## config.mk

```make
export PLATFORM = sky130hd
export DESIGN_NAME = nand_pp_fetch
export DESIGN_NICKNAME = d
export VERILOG_FILES = /design/src/rtl/nand_pp_pkg.sv /design/src/rtl/nand_spi_shifter.sv /design/src/rtl/nand_pp_seq.sv /design/src/rtl/nand_pp_fetch.sv
export SDC_FILE = /design/constraint.sdc
export NUM_CORES = 1
export LEC_CHECK = 0
export BUFFER_PORTS_ARGS = -buffer_cell sky130_fd_sc_hd__buf_2
export CAP_MARGIN = 20
export CORE_MARGIN = 4
export CORE_UTILIZATION = 66
export DETAILED_ROUTE_END_ITERATION = 8
export PLACE_DENSITY = 0.86
export SLEW_MARGIN = 40
export SYNTH_ARGS = -nofsm -noshare
export SYNTH_HDL_FRONTEND = slang
export SYNTH_SLANG_ARGS = --single-unit
```

## constraint.sdc

```tcl
create_clock -name clk -period 9.49 [get_ports clk]
set_input_delay 1.4235 -clock clk [delete_from_list [all_inputs] [get_ports clk]]
set_output_delay 1.4235 -clock clk [all_outputs]
set_load 0.1 [all_outputs]
```

## src/rtl/nand_pp_pkg.sv

```systemverilog
// Shared constants and types for the parameter page fetcher.
// Assumes single-bit SPI and the fixed feature register addresses below.
package nand_pp_pkg;

    localparam logic [7:0] OP_GET_FEAT  = 8'h0F;
    localparam logic [7:0] OP_SET_FEAT  = 8'h1F;
    localparam logic [7:0] OP_WR_EN     = 8'h06;
    localparam logic [7:0] OP_PAGE_LOAD = 8'h13;
    localparam logic [7:0] OP_CACHE_RD  = 8'h03;
    localparam logic [7:0] FR_CONFIG    = 8'hB0;
    localparam logic [7:0] FR_STATUS    = 8'hC0;
    localparam logic [7:0] ID_READ_BIT  = 8'h40;

    typedef enum logic [3:0] {
        ST_IDLE,
        ST_GETCFG,
        ST_WREN,
        ST_SETCFG,
        ST_CHKCFG,
        ST_LOAD,
        ST_POLL,
        ST_READ,
        ST_RESTORE,
        ST_FIN
    } seq_state_t;

endpackage

```

## src/rtl/nand_spi_shifter.sv

```systemverilog
// Full-duplex one-byte SPI mode 0 shifter.
// Loads a byte on go, shifts it MSB first, samples miso on each rising sclk
// edge and pulses fin after the eighth falling edge. Assumes go only while idle.
module nand_spi_shifter #(
    parameter int HALF_DIV = 2
) (
    input  logic       clk,
    input  logic       rst_n,
    input  logic       go,
    input  logic [7:0] tx,
    input  logic       miso,
    output logic       sclk,
    output logic       mosi,
    output logic [7:0] rx,
    output logic       fin
);
    localparam int CW = (HALF_DIV > 1) ? $clog2(HALF_DIV) : 1;

    logic          active;
    logic [7:0]    sh;
    logic [2:0]    bitn;
    logic [CW-1:0] cnt;

    // Shift one byte out and one byte in, paced by the half-period divider.
    always_ff @(posedge clk) begin
        if (!rst_n) begin
            active <= 1'b0;
            sh     <= '0;
            rx     <= '0;
            bitn   <= '0;
            cnt    <= '0;
            sclk   <= 1'b0;
            mosi   <= 1'b0;
            fin    <= 1'b0;
        end else begin
            fin <= 1'b0;
            if (!active) begin
                if (go) begin
                    active <= 1'b1;
                    sh     <= tx;
                    mosi   <= tx[7];
                    bitn   <= '0;
                    cnt    <= '0;
                    sclk   <= 1'b0;
                end
            end else if (cnt == CW'(HALF_DIV - 1)) begin
                cnt <= '0;
                if (!sclk) begin
                    sclk <= 1'b1;
                    rx   <= {rx[6:0], miso};
                end else begin
                    sclk <= 1'b0;
                    if (bitn == 3'd7) begin
                        active <= 1'b0;
                        fin    <= 1'b1;
                    end else begin
                        bitn <= bitn + 3'd1;
                        sh   <= {sh[6:0], 1'b0};
                        mosi <= sh[6];
                    end
                end
            end else begin
                cnt <= cnt + CW'(1);
            end
        end
    end

    // data out must not move while the clock is high
    a_r2_mosi_hold: assert property (@(posedge clk) disable iff (!rst_n)
        sclk |=> (!sclk || $stable(mosi)));
    // a finished byte leaves the clock at its idle level
    a_r2_fin_low: assert property (@(posedge clk) disable iff (!rst_n)
        fin |-> !sclk);

endmodule

```

## src/rtl/nand_pp_seq.sv

```systemverilog
// Command sequencer for the parameter page fetch.
// Frames each command with cs_n, feeds bytes to the shifter, decides the next
// command from returned bytes and writes cache data to the buffer.
// Assumes TOTAL fits in 16 column bits.
module nand_pp_seq
    import nand_pp_pkg::*;
#(
    parameter int TOTAL       = 768,
    parameter int BURST_BYTES = 128,
    parameter int GAP_CYC     = 2,
    parameter int PL_W        = 16,
    parameter int AW          = 10
) (
    input  logic            clk,
    input  logic            rst_n,
    input  logic            start,
    input  logic [PL_W-1:0] poll_limit,
    input  logic            fin,
    input  logic [7:0]      rx,
    output logic            go,
    output logic [7:0]      tx,
    output logic            cs_n,
    output logic            buf_we,
    output logic [AW-1:0]   buf_addr,
    output logic [7:0]      buf_data,
    output logic            done,
    output logic            err,
    output logic            busy
);
    localparam int IDX_W = $clog2(BURST_BYTES + 5);
    localparam int GW    = $clog2(GAP_CYC + 1);

    seq_state_t      state;
    logic            xfer;
    logic [GW-1:0]   gap_cnt;
    logic [IDX_W-1:0] idx;
    logic [IDX_W-1:0] last_idx;
    logic [7:0]      cfg;
    logic [PL_W-1:0] polls;
    logic [PL_W-1:0] limit;
    logic [AW-1:0]   rd_cnt;
    logic [AW-1:0]   base;
    logic [AW-1:0]   rd_nxt;
    logic            rd_done;
    logic [AW:0]     remain;
    logic [AW:0]     blen;
    logic [PL_W:0]   poll_nxt;
    logic [PL_W:0]   lim_eff;
    logic [15:0]     col;

    // Derived counts: burst length, end-of-stream and poll limit.
    always_comb begin
        remain   = (AW+1)'(TOTAL) - {1'b0, base};
        blen     = (remain < (AW+1)'(BURST_BYTES)) ? remain : (AW+1)'(BURST_BYTES);
        rd_nxt   = rd_cnt + AW'(1);
        rd_done  = ({1'b0, rd_cnt} + (AW+1)'(1)) == (AW+1)'(TOTAL);
        poll_nxt = {1'b0, polls} + (PL_W+1)'(1);
        lim_eff  = (limit == '0) ? (PL_W+1)'(1) : {1'b0, limit};
        col      = 16'(base);
    end

    // Index of the final byte of the current command.
    always_comb begin
        case (state)
            ST_WREN: last_idx = IDX_W'(0);
            ST_LOAD: last_idx = IDX_W'(3);
            ST_READ: last_idx = IDX_W'(3) + IDX_W'(blen);
            default: last_idx = IDX_W'(2);
        endcase
    end

    // Byte to transmit for the current command and byte index.
    always_comb begin
        tx = 8'h00;
        case (state)
            ST_GETCFG, ST_CHKCFG:
                case (idx)
                    IDX_W'(0): tx = OP_GET_FEAT;
                    IDX_W'(1): tx = FR_CONFIG;
                    default:   tx = 8'h00;
                endcase
            ST_WREN: tx = OP_WR_EN;
            ST_SETCFG:
                case (idx)
                    IDX_W'(0): tx = OP_SET_FEAT;
                    IDX_W'(1): tx = FR_CONFIG;
                    default:   tx = cfg | ID_READ_BIT;
                endcase
            ST_RESTORE:
                case (idx)
                    IDX_W'(0): tx = OP_SET_FEAT;
                    IDX_W'(1): tx = FR_CONFIG;
                    default:   tx = cfg & ~ID_READ_BIT;
                endcase
            ST_LOAD:
                case (idx)
                    IDX_W'(0): tx = OP_PAGE_LOAD;
                    IDX_W'(3): tx = 8'h01;
                    default:   tx = 8'h00;
                endcase
            ST_POLL:
                case (idx)
                    IDX_W'(0): tx = OP_GET_FEAT;
                    IDX_W'(1): tx = FR_STATUS;
                    default:   tx = 8'h00;
                endcase
            ST_READ:
                case (idx)
                    IDX_W'(0): tx = OP_CACHE_RD;
                    IDX_W'(1): tx = col[15:8];
                    IDX_W'(2): tx = col[7:0];
                    default:   tx = 8'h00;
                endcase
            default: tx = 8'h00;
        endcase
    end

    // Main sequence: framing, byte stepping, capture and branching.
    always_ff @(posedge clk) begin
        if (!rst_n) begin
            state    <= ST_IDLE;
            xfer     <= 1'b0;
            gap_cnt  <= '0;
            idx      <= '0;
            cfg      <= '0;
            polls    <= '0;
            limit    <= '0;
            rd_cnt   <= '0;
            base     <= '0;
            go       <= 1'b0;
            cs_n     <= 1'b1;
            buf_we   <= 1'b0;
            buf_addr <= '0;
            buf_data <= '0;
            done     <= 1'b0;
            err      <= 1'b0;
            busy     <= 1'b0;
        end else begin
            go     <= 1'b0;
            buf_we <= 1'b0;
            done   <= 1'b0;
            if (state == ST_IDLE) begin
                if (start) begin
                    busy    <= 1'b1;
                    err     <= 1'b0;
                    limit   <= poll_limit;
                    polls   <= '0;
                    rd_cnt  <= '0;
                    base    <= '0;
                    xfer    <= 1'b0;
                    gap_cnt <= '0;
                    state   <= ST_GETCFG;
                end
            end else if (state == ST_FIN) begin
                done  <= 1'b1;
                busy  <= 1'b0;
                state <= ST_IDLE;
            end else if (!xfer) begin
                if (gap_cnt == GW'(GAP_CYC - 1)) begin
                    gap_cnt <= '0;
                    xfer    <= 1'b1;
                    cs_n    <= 1'b0;
                    idx     <= '0;
                    go      <= 1'b1;
                end else begin
                    gap_cnt <= gap_cnt + GW'(1);
                end
            end else if (fin) begin
                if (state == ST_READ && idx >= IDX_W'(4)) begin
                    buf_we   <= 1'b1;
                    buf_addr <= rd_cnt;
                    buf_data <= rx;
                    rd_cnt   <= rd_nxt;
                end
                if (idx != last_idx) begin
                    idx <= idx + IDX_W'(1);
                    go  <= 1'b1;
                end else begin
                    cs_n    <= 1'b1;
                    xfer    <= 1'b0;
                    gap_cnt <= '0;
                    case (state)
                        ST_GETCFG: begin
                            cfg   <= rx;
                            state <= ST_WREN;
                        end
                        ST_WREN:   state <= ST_SETCFG;
                        ST_SETCFG: state <= ST_CHKCFG;
                        ST_CHKCFG: begin
                            cfg <= rx;
                            if (rx[6]) begin
                                state <= ST_LOAD;
                            end else begin
                                err   <= 1'b1;
                                state <= ST_FIN;
                            end
                        end
                        ST_LOAD: state <= ST_POLL;
                        ST_POLL: begin
                            if (!rx[0]) begin
                                state <= ST_READ;
                            end else if (poll_nxt >= lim_eff) begin
                                err   <= 1'b1;
                                state <= ST_RESTORE;
                            end else begin
                                polls <= polls + PL_W'(1);
                            end
                        end
                        ST_READ: begin
                            if (rd_done) state <= ST_RESTORE;
                            else         base  <= rd_nxt;
                        end
                        default: state <= ST_FIN;
                    endcase
                end
            end
        end
    end

    // done lasts exactly one cycle
    a_r10_done_pulse: assert property (@(posedge clk) disable iff (!rst_n)
        done |=> !done);
    // done coincides with the end of busy
    a_r10_done_idle: assert property (@(posedge clk) disable iff (!rst_n)
        done |-> !busy);
    // buffer writes happen only during a run and inside the buffer
    a_r8_we_in_run: assert property (@(posedge clk) disable iff (!rst_n)
        buf_we |-> (busy && (buf_addr < AW'(TOTAL))));
    // the poll count never reaches the effective limit
    a_r6_poll_bound: assert property (@(posedge clk) disable iff (!rst_n)
        busy |-> ({1'b0, polls} < lim_eff));

endmodule

```

## src/rtl/nand_pp_fetch.sv

```systemverilog
// Top of the SPI NAND parameter page fetcher.
// Joins the command sequencer to the byte shifter. Assumes one device,
// single-bit SPI mode 0 and a buffer that accepts one byte per write strobe.
module nand_pp_fetch #(
    parameter int HALF_DIV    = 2,
    parameter int GAP_CYC     = 2,
    parameter int COPY_BYTES  = 256,
    parameter int COPIES      = 3,
    parameter int BURST_BYTES = 128,
    parameter int PL_W        = 16
) (
    input  logic            clk,
    input  logic            rst_n,
    input  logic            start,
    input  logic [PL_W-1:0] poll_limit,
    output logic            sclk,
    output logic            cs_n,
    output logic            mosi,
    input  logic            miso,
    output logic            buf_we,
    output logic [$clog2(COPY_BYTES*COPIES)-1:0] buf_addr,
    output logic [7:0]      buf_data,
    output logic            done,
    output logic            err,
    output logic            busy
);
    localparam int TOTAL = COPY_BYTES * COPIES;
    localparam int AW    = $clog2(TOTAL);

    logic       go;
    logic [7:0] tx;
    logic [7:0] rx;
    logic       fin;

    nand_pp_seq #(
        .TOTAL(TOTAL), .BURST_BYTES(BURST_BYTES), .GAP_CYC(GAP_CYC),
        .PL_W(PL_W), .AW(AW)
    ) u_seq (
        .clk(clk), .rst_n(rst_n), .start(start), .poll_limit(poll_limit),
        .fin(fin), .rx(rx), .go(go), .tx(tx), .cs_n(cs_n),
        .buf_we(buf_we), .buf_addr(buf_addr), .buf_data(buf_data),
        .done(done), .err(err), .busy(busy)
    );

    nand_spi_shifter #(.HALF_DIV(HALF_DIV)) u_shift (
        .clk(clk), .rst_n(rst_n), .go(go), .tx(tx), .miso(miso),
        .sclk(sclk), .mosi(mosi), .rx(rx), .fin(fin)
    );

    // the clock stays idle whenever the device is deselected
    a_r2_sclk_idle: assert property (@(posedge clk) disable iff (!rst_n)
        cs_n |-> !sclk);
    // nothing is written to the buffer while idle
    a_r1_quiet_idle: assert property (@(posedge clk) disable iff (!rst_n)
        !busy |-> !buf_we);

endmodule

```

### After elaboration in Yosys (flattened, before gate mapping)

Cells that the tools add are included.

* bits of input ports: 20
* register bits after elaboration: 122
* bits in writable memories: 0
* ROM bits: 0
* latch bits: 0
* memories kept: 0

* equality and inequality tests: 35
* muxes and demuxes: 108
* reduce and logical (&&, ||, !) cells: 37
* divide/modulo/power cells: 0
* shifts and indexed selects: 0
* $mul: 0
* $lt $le $gt $ge: 3
* add/sub/neg operators: 10
* bitwise gates (word level): 7

Operator list (number)
* $mux 16: 10
* $mux 10: 13
* $pmux 8 s2: 4
* $pmux 8 s7: 1
* $pmux 8 s3: 2
* $mux 1: 43
* $mux 4: 10
* $mux 8: 5
* $mux 7: 5
* $pmux 4 s7: 1
* $reduce_and 5->1: 4
* $reduce_bool 2->1: 9
* $add 16x1->17 const B: 1
* $ge 17x17->1: 1
* $add 16x1->16 const B: 1
* $eq 4x3->1 const B: 4
* $eq 8x2->1 const B: 2
* $logic_not 16->1: 1
* $mux 3: 5
* $mux 2: 7
* $ne 2x2->1 const B: 6
* $reduce_and 4->1: 3
* $reduce_and 6->1: 2
* $add 10x1->11 const B: 1
* 38 further kinds: 59

### Logic depth before layout (Yosys ltp)

* word-level depth: 11
* mapped depth: 18
* depth with buffers taken out: 17

### Cells and area by module

A second synthesis with hierarchy kept.

* cells, all modules: 879
* area, all modules: 6867.8 um^2

Modules (own cells, without submodules)
* nand_pp_seq: area an instance 5843.1 um^2, times used 1, cells an instance 781
* nand_spi_shifter: area an instance 1024.7 um^2, times used 1, cells an instance 98

### Worst setup path after synthesis

Ideal clock, no wire load.

* path type: reg-to-reg
* from: reg u_seq.base[0]
* to: reg u_seq.base[1]
* period minus slack after synthesis: 3.948 ns
* data arrival time: 3.876 ns
* path slack: 5.542 ns
* cell stages (with the launch flop): 19
* data required time: 9.418 ns
* cells stage by stage: dfxtp_1 > clkbuf_1 > inv_1 > ha_1 > nor4b_1 > xnor2_1 > a31o_2 > nand2_1 > ha_1 > nand3_1 > o21ai_0 > and3_1 > a211o_1 > a2111oi_2 > nand4_2 > nor4_4 > and2_1 > buf_4 > mux2i_1

* cells in the longest elaborated chain, start to end: 8

RTL lines
* from (decl): RTL line nand_pp_seq.sv:42 `logic [AW-1:0] base;`
* from (signal assigned): RTL line nand_pp_seq.sv:211 `else base <= rd_nxt;`
* $sub 10x10->11 (*): RTL line nand_pp_seq.sv:53 `remain = (AW+1)'(TOTAL) - {1'b0, base};`
* $lt 11x8->1: RTL line nand_pp_seq.sv:54 `blen = (remain < (AW+1)'(BURST_BYTES)) ? remain : (AW+1)'(BURST_BYTES);`
* $mux 8 (*): RTL line nand_pp_seq.sv:54
* $add 2x8->8 (*): RTL line nand_pp_seq.sv:67 `ST_READ: last_idx = IDX_W'(3) + IDX_W'(blen);`
* $pmux 8 s3 (*): RTL line nand_pp_seq.sv:64 `case (state)`
* $ne 8x8->1 (*): RTL line nand_pp_seq.sv:175 `if (idx != last_idx) begin`
* $ne 2x1->1 (no line) (*)
* $reduce_and 7->1 (no line) (*)

Every way passes the cells marked *; elsewhere a longest branch is shown, timed or not.
A chain may end at the register's enable or synchronous reset.

### Worst setup path in the final report

Ends and elaborated chain as after synthesis.

==> impl_results.md <==
* Initial antenna violation count at 0
* Design Power at 1560 uW
* GRT overflow at 0
* Fraction of synthesized cell area in xor and xnor cells at 3.44%
* Status: finished clean
* Main combinational cell family by area after synthesis: simple AND/OR/NAND/NOR gates
* Most common cell after layout, fill and taps aside: nand2_1
* Synthesized flop and latch total at 121
* Max-slew violation count at 0
* Cts bufs inserted at 17
* Share of layout cells above drive strength 1 at 10.7%
* Setup_tns at 0 ps
* CTS tree: done
* Setup Buffers After CTS at 0
* RSZ-0062 raised after global routing: no
* Main synth FF type: dfxtp_1
* Largest net degree at the start of global routing at 74
* Power share of the clock group at 40.7%
* Worst setup EP type: flip-flop
* Total Routing Usage GR at 29.9%
* Crit Path Category: flip-flop to flip-flop
* CTS Hold Buffers Added at 0
* DP Cell Count at 1069
* Adder-cell area share of the yosys netlist at 4.74%
* Synth top area share at 34.0%
* Top cells by area in the synthesized netlist: dfxtp_1 (34%), nand2_1 (8.9%), a21oi_1 (6.2%)
* Worst EP arrival at 5830 ps
* Actual slew at the worst max-slew pin at 846 ps
* RePlAce Congestion at 0.951
* Type of origin of the critical path: flip-flop
* Routed Antenna Nets at 0
* Max_slew headroom at 43.2%
* Worst-path clk slew at 60 ps
* NumNets Final at 999
* Sw power at 529 uW
* Min cycle time layout at 5370 ps
* Antenna fix cells at 0
* Max clock buf depth at 2
* Avg WL per Cell at 16.8 microns
* Routed Wire Length at 18.4 mm
* CTS H-tree depth at 4
* # clock sinks at 121
* Ports at 45
* Cell Rows at 37
* Worst setup skew after layout at 7.47 ps
* Max-cap violations at 0
* Clk_lat worst skew at 530 ps
* CTS Root Cell: clkbuf_8
* Logic pwr share at 21.8%
* IO buf count at 44
* Non-Filler Instances at 1100
* Post-synthesis sequential area ratio at 34.0%
* Pleak at 0.00326 uW
* Via Count at 7029
* Most frequent cells in the layout: nand2_1 (169), dfxtp_1 (121), a21oi_1 (88)
* Period utilisation layout at 56.6%
* Switch share at 33.9%
* Syn Nets at 989
* Pwr Density at 197 nW/um^2
* Seq pwr share at 37.4%
* DRC viols at 0
* Starting Density at 68.5%
* Number of gates resized after CTS at 0
* Layout area overhead at 11.2%
* Die width at 112 microns
* Die Height at 112 microns
* Async S/R FF share, synth at 0%
* Number of global-route vias before repair at 6427
* Post-DP HPWL at 12.2 mm
* Post-synthesis mux area share at 6.35%
* Initial DRC Count at 845
* Mean Syn Cell Area at 7.57 sq um
* Final setup fails at 0
* Required @ worst endpoint at 9940 ps
* First-pass GRT wire length at 31.2 mm
* Ys Warns at 0
* Via/cell ratio at 6.39
* Post-Syn Area at 7130 sq um
* Hold Fails Final Rpt at 0
* Max Fanout on Critical Path at 14
* Netlist cell types at 70
* Fill cells at 762
* Hold Crit Class: flip-flop to flip-flop
* Compound-cell area share of the yosys netlist at 17.4%
* Core Footprint at 10400 sq um
* Simple-gate share of the synthesized area at 28.9%
* F_max at 0.186 GHz
* Cell internal pwr at 1030 uW
* Area leader, netlist: dfxtp_1
* Drt pass-1 iters at 8
* Syn Inst Count at 942
* Number of synthesized flops with an enable pin at 0
* Die ar. at 12500 sq um
* VDD IR-drop max at 0.147 mV
## synthesized netlist by cell type (4+ instances only)
cell,instances
nand2b_1,15
clkbuf_1,47
ha_1,27
mux2i_1,43
xor2_1,18
o21ai_1,4
nand3_1,61
o31ai_1,4
and3_1,14
and4_1,5
o21ai_0,25
nor3_1,25
a211oi_1,7
inv_1,35
nand2_1,170
nand4_1,13
dfxtp_1,121
o32ai_1,4
a21o_1,7
and2_1,7
nor2b_1,8
or3_1,12
a31oi_1,11
a22oi_1,4
nor4_1,8
nand3b_1,4
o22a_1,4
xnor2_1,10
a21oi_1,88
nor2_1,65
buf_2,4
nor4b_1,4
buf_1,6
## path summary, 6_finish.rpt
check,startpoint,end,slack (ps),cells after the start
max,u_seq.base[0],u_seq.base[1],4120,17
min,u_seq.buf_addr[9],u_seq.buf_addr[9],450,2
max reg2reg,u_seq.base[0],u_seq.base[1],4120,17
min reg2reg,u_seq.buf_addr[9],u_seq.buf_addr[9],450,2
## power by group through the flow
stage | logic, uW | registers, uW | clock network, uW
2_1_floorplan | 247 | 581 | 0
5_1_grt | 376 | 588 | 663
4_1_cts | 333 | 580 | 637
6_report | 340 | 584 | 635
3_5_place_dp | 325 | 590 | 0
3_3_place_gp | 319 | 590 | 0
## through the flow
stage | setup WS (ps) | instance area (sq um) | hold slack [ps] | utilization (%)
4_1_cts | 4200 | 7930 | 451 | 76.1
2_1_floorplan | 5540 | 7130 | 430 | -
3_3_place_gp | 4410 | 7340 | 438 | 70.5
5_1_grt | 3620 | 7930 | 463 | 76.2
3_5_place_dp | 4250 | 7350 | 443 | 70.5
6_report | 4120 | 7930 | 449 | 76.2
## registers in the layout, indices dropped and copies added, names as in the netlist, 2 cells and up
signal and flops:
u_seq.cfg 7, u_shift.bitn 3, u_seq.buf_data 8, u_seq.state 4, u_seq.gap_cnt 2, u_shift.sh 7
u_seq.buf_addr 10, u_seq.idx 8, u_seq.rd_cnt 10, u_seq.base 10, u_shift.rx 8, u_seq.polls 16
u_seq.limit 16
## metal layers
layer	part of all wire [%]	wire (microns)	global-route usage, %	up-vias
met5	0	0	0	-
met4	3.3	602	13.1	0
met3	7.8	1450	6.14	63
met2	45	8340	46.3	350
met1	44	8060	40.5	3267
li1	-	-	-	3349
## kinds of logic after synthesis
| group | Yosys count |
|---|---|
| fa+ha+maj | 27 |
| flops | 121 |
| compound gates | 197 |
| xor+xnor | 28 |
| buf+inv | 96 |
| mux | 45 |
| simple gates | 428 |
## worst max-delay path: stages, from the launching register on
cell and delay [ps]:
dfxtp_1 570, inv_1 110, ha_1 350, nor4b_1 210, xnor2_1 300, a31o_2 240
nand2_1 70, ha_1 300, nand3_1 70, o21ai_0 120, and3_1 240, a211o_1 240
a2111oi_2 330, nand4_2 240, nor4_4 800, buf_4 340, and2_1 530, mux2i_1 240
## layout make-up
class | count | area, sq um | area share (%)
tap | 136 | 170 | 2.14
inverter | 36 | 135 | 1.70
clock inverter | 12 | 141 | 1.78
multi-input combinational | 725 | 4350 | 54.8
sequential | 121 | 2420 | 30.5
timing repair buffer | 51 | 273 | 3.44
clock buffer | 19 | 442 | 5.57
Power figures use the tool's default switching activity.
